File: src/rtl/usart_frame_tx.sv
module usart_frame_tx #(
  parameter int MAXD = 9
) (
  input  logic            clk,
  input  logic            rst_n,
  input  logic            in_valid,
  output logic            in_ready,
  input  logic [MAXD-1:0] in_data,
  input  logic [2:0]      char_sel,
  input  logic [1:0]      par_sel,
  input  logic            two_stop,
  input  logic            sync_en,
  input  logic            clk_pol,
  input  logic            baud_tick,
  output logic            txd,
  output logic            xck
);
  localparam int FW = MAXD + 4;
  localparam int CW = $clog2(FW + 1);

  logic [FW-1:0] sh_q, frame;
  logic [CW-1:0] left_q, len_q, nbits, dlen;
  logic          txd_q, xck_q, sync_q, pol_q;
  logic          par_on, pbit, accept, rest, launch, smp;
  logic [MAXD-1:0] dmask;

  assign dlen   = (char_sel > 3'd4) ? CW'(MAXD) : CW'(5) + CW'(char_sel);
  assign par_on = (par_sel == 2'd1) || (par_sel == 2'd2);
  assign pbit   = (^dmask) ^ (par_sel == 2'd2);
  assign nbits  = CW'(2) + dlen + CW'(par_on) + CW'(two_stop);

  always_comb begin
    frame = '1;
    frame[0] = 1'b0;
    for (int i = 0; i < MAXD; i++) begin
      dmask[i] = (CW'(i) < dlen) ? in_data[i] : 1'b0;
      if (CW'(i) < dlen) frame[i+1] = in_data[i];
    end
    if (par_on) frame[dlen + CW'(1)] = pbit;
  end

  assign in_ready = (left_q == '0);
  assign accept   = in_valid && in_ready;
  assign rest     = (xck_q == pol_q);
  assign launch   = baud_tick && (left_q != '0) && (!sync_q || rest);
  assign smp      = baud_tick && !rest;

  always_ff @(posedge clk) begin
    if (!rst_n) begin
      sh_q   <= '1;
      left_q <= '0;
      len_q  <= '0;
      txd_q  <= 1'b1;
      xck_q  <= 1'b0;
      sync_q <= 1'b0;
      pol_q  <= 1'b0;
    end else begin
      if (launch) begin
        txd_q  <= sh_q[0];
        sh_q   <= {1'b1, sh_q[FW-1:1]};
        left_q <= left_q - CW'(1);
        if (sync_q) xck_q <= ~pol_q;
      end
      if (smp) xck_q <= pol_q;
      if (accept) begin
        sh_q   <= frame;
        left_q <= nbits;
        len_q  <= nbits;
        sync_q <= sync_en;
        pol_q  <= clk_pol;
        if (rest) xck_q <= clk_pol;
      end
    end
  end

  assign txd = txd_q;
  assign xck = xck_q;

  a_r1_start_low: assert property (@(posedge clk) disable iff (!rst_n)
    (launch && left_q == len_q) |=> !txd);
  a_r4_stop_high: assert property (@(posedge clk) disable iff (!rst_n)
    (launch && left_q == CW'(1)) |=> txd);
  a_r6_launch_edge: assert property (@(posedge clk) disable iff (!rst_n)
    (sync_q && txd != $past(txd)) |-> (xck != pol_q && $past(xck) == pol_q));
  a_r7_line_moves_on_launch: assert property (@(posedge clk) disable iff (!rst_n)
    (txd != $past(txd)) |-> $past(launch));
  a_r8_busy_after_accept: assert property (@(posedge clk) disable iff (!rst_n)
    accept |=> !in_ready);
endmodule

File: config.mk
export PLATFORM = sky130hd
export DESIGN_NAME = usart_frame_tx
export DESIGN_NICKNAME = d
export VERILOG_FILES = /design/src/rtl/usart_frame_tx.sv
export SDC_FILE = /design/constraint.sdc
export NUM_CORES = 1
export LEC_CHECK = 0
export ABC_AREA = 1
export BUFFER_PORTS_ARGS = -buffer_cell sky130_fd_sc_hd__buf_2
export CORE_UTILIZATION = 52
export DETAILED_ROUTE_END_ITERATION = 7
export MAX_ROUTING_LAYER = met4
export PLACE_DENSITY_LB_ADDON = 0.15
export REMOVE_ABC_BUFFERS = 1
export SLEW_MARGIN = 15
export SYNTH_ARGS = -nofsm -noshare
export SYNTH_HDL_FRONTEND = slang
export SYNTH_SLANG_ARGS = --single-unit
File: constraint.sdc
create_clock -name clk -period 1.84 [get_ports clk]
set_input_delay 0.184 -clock clk [delete_from_list [all_inputs] [get_ports clk]]
set_output_delay 0.184 -clock clk [all_outputs]
set_load 0.005 [all_outputs]
==> flow_summary.yaml <==
worst_setup_path:
  crit_buf_inv: 4
  end_kind: "flop"
  slowest_delay_ns: 0.18
  crit_fanout: 10
  cp.arrival_ns: 1.94
  cp-start-kind: "primary input"
  cp_slowest_cell: "ha_4"
  crit_family: "simple AND/OR/NAND/NOR gates"
  reg2reg_depth: 11
  critical_path_class: "in -> reg"
  path_common_cell: "nand2_1"
  path_cells: "buf_2 > buf_4 > ha_4 > inv_2 > nand2_2 > nand2_4 > nand3_1 > nand3_1 > nand2_1 > nand2_1 > nand2_1 > nand2_4 > inv_2 > nand2_4 > nand3_1 > nand2_1 > nand2_1 > nand2_1 > nand2_1"
  critical_path_depth: 19
  cp.required_ns: 2.05
clocking:
  cts_root_buf: "clkbuf_4"
  cts_tree: "yes"
  clk_pin_slew_worst_paths_ns: 0.13
  cts_inserted_buffers: 3
  cts_max_level: 1
  cts_num_sinks: 21
  insertion_delay_ns: 0.31
  clockBufferDepth: 2
floorplanning:
  die-area_um2: 3850
  rows: 21
  io_pins: 24
  die_w_um: 62.0
  core_area_um2: 3390
  initial_core_util: 0.553
  die_h_um: 62.0
timing:
  setup_viol: 0
  relSlewSlack: 0.795
  final-max-slew-violation-count: 0
  hold_ws_ns: 0.149
  finalSetupTns_ns: 0
  worst_pin_slew_ns: 0.303
  fin_crit_sh: 0.941
  final_hold_viol_count: 0
  clock.fmax_ghz: 0.578
  fin_crit_ns: 1.73
  fin_skew_ns: 0.0193
synthesis:
  netlist_area_um2: 1870
  netlist-cell-type-count: 32
  ys_seq_elements: 21
  yosysSeqAreaShare: 0.224
  synthCells: 326
  yosysWarningCount: 0
  ys_top_cells_by_area: "dfxtp_1 22%, nand2_1 21%, inv_1 11%"
  yosys.area.top_type: "dfxtp_1"
  postSynthAreaPerCell_um2: 5.75
  yosysTopAreaCellShare: 0.224
drt:
  detail_route.wl_per_cell_um: 10.9
  vias: 2132
  ant_nets: 0
  avgViaCountPerCell: 5.00
  totalWireLength_mm: 4.64
  firstDrtPassIters: 5
  drc_errors: 0
  drtIter0Drc: 128
placed_design:
  place_hpwl_mm: 3.58
  port_buffers: 23
  gp_congestion: 0.940
grt:
  antenna_found_initial: 0
  grt_pass1_vias: 1885
  grt_usage: 0.269
  grt_start_max_net_pins: 33
  grt_pass1_wl_mm: 7.55
  overflow: 0
final_layout:
  fill_cells: 314
  drive_gt1_frac: 0.255
  final_core_util: 0.704
  fin_nets: 408
  n_antenna_cell: 0
  syn2layout_area_growth_pct: 27.2
power_and_ir_drop:
  ir_drop_mv: 0.814
  p_per_area_nw_per_um2: 1210
  switching_share: 0.462
  clockPowerShare: 0.078
  p_switching_mw: 1.33
  power_frac_comb: 0.661
  p_seq_frac: 0.261
  power_leakage_nw: 1.38
  p_total_mw: 2.88
  p_int_mw: 1.55
hold_path:
  hold_class: "in -> reg"
  hold_path_depth: 3
run_status:
  status: "complete, no violations"
job:
  max_cap_viol_count: 0
kinds of logic after synthesis:
| family | after synthesis | synth area share |
|---|---|---|
| buffers and inverters | 68 | 0.142 |
| DFF | 21 | 0.224 |
| AOI/OAI and AO/OA | 42 | 0.127 |
| adders and majority gates | 6 | 0.0441 |
| xor gates and xnor gates | 2 | 0.00935 |
| and+or+nand+nor | 186 | 0.449 |
| muxes | 1 | 0.00534 |
path summary, 6_finish.rpt:
check | startpoint | end | slack, ns
hold reg to reg | txd | txd | 0.47
setup reg to reg | left_q[0] | sh_q[0] | 0.18
setup / recovery | char_sel[0] | sh_q[2] | 0.11
hold / removal | clk_pol | pol_q | 0.15
worst reg2reg max path: cells and delay by family (launching register included):
kind / cells / cell delay, ns
fa+ha+maj: 1 / 0.21
buf+inv: 3 / 0.29
simple gates: 3 / 0.30
flops: 1 / 0.33
compound gates: 4 / 0.44
cell usage in the layout, fill, tap and decap left out, types with 4 or more instances in the layout:
cell | Yosys | routed
buf_2 | 2 | 23
inv_2 | 3 | 6
nand3_2 | 3 | 4
a21oi_1 | 15 | 14
o21ai_0 | 18 | 17
nand2_1 | 106 | 103
dfxtp_1 | 21 | 21
nand3_1 | 34 | 33
nand2_2 | 10 | 11
inv_1 | 57 | 54
buf_4 | 0 | 33
nor2_1 | 20 | 19
nand2_4 | 2 | 5
per-stage QoR:
stage	worst slack [ns]	std cells	area (um2)
2_1_floorplan	-0.305	318	1830
3_3_place_gp	-0.236	418	2240
3_5_place_dp	-0.288	418	2240
4_1_cts	0.0361	422	2270
5_1_grt	-0.0215	426	2380
6_report	0.109	426	2380
registers in the layout, summed over array words and instances, names as in the netlist:
register / count
left_q: 4
pol_q: 1
txd: 1
sync_q: 1
sh_q: 13
xck: 1
cells in the mapped netlist, drive strengths merged:
cell type / instances
a211oi: 3
a21oi: 15
a221oi: 1
a31oi: 1
buf: 3
clkbuf: 5
dfxtp: 21
fa: 1
ha: 5
inv: 60
mux2i: 1
nand2: 118
nand3: 38
nand4: 3
nor2: 23
nor3: 2
nor4: 1
o21ai: 21
o311ai: 1
or2: 1
xnor2: 1
xor2: 1
routing by layer:
metal	wire, um	global-route usage	vias up
met5	0	-	-
met4	21	0.0381	0
met3	202	0.0476	4
met2	2280	0.477	50
met1	2140	0.323	950
li1	-	-	1128
area by class of cell:
| cell class | instances | area [um2] | area share |
|---|---|---|---|
| Multi-Input combinational cell | 238 | 1270 | 0.533 |
| Clock buffer | 3 | 22.5 | 0.00944 |
| Clock inverter | 1 | 5.00 | 0.00210 |
| Tap cell | 46 | 57.6 | 0.0241 |
| Timing Repair Buffer | 57 | 383 | 0.161 |
| Inverter | 60 | 225 | 0.0944 |
| Sequential cell | 21 | 420 | 0.176 |
power groups by stage:
stage / Clock, mW / Combinational [mW] / Sequential (mW)
3_3_place_gp: 0 / 1.68 / 0.755
5_1_grt: 0.250 / 2.21 / 0.783
6_report: 0.223 / 1.90 / 0.753
4_1_cts: 0.233 / 1.75 / 0.749
2_1_floorplan: 0 / 1.19 / 0.746
3_5_place_dp: 0 / 1.73 / 0.761
repair_timing:
action                                  CTS  global route
endpoints found under the hold margin     0             0
gates resized for setup                   1            22
pin swaps                                 0             4
cloned                                    0             1
hold buffers                              0             0
endpoints found under the setup margin   10            16
setup buffers                             0             3
(Power assumes the default switching activity.)
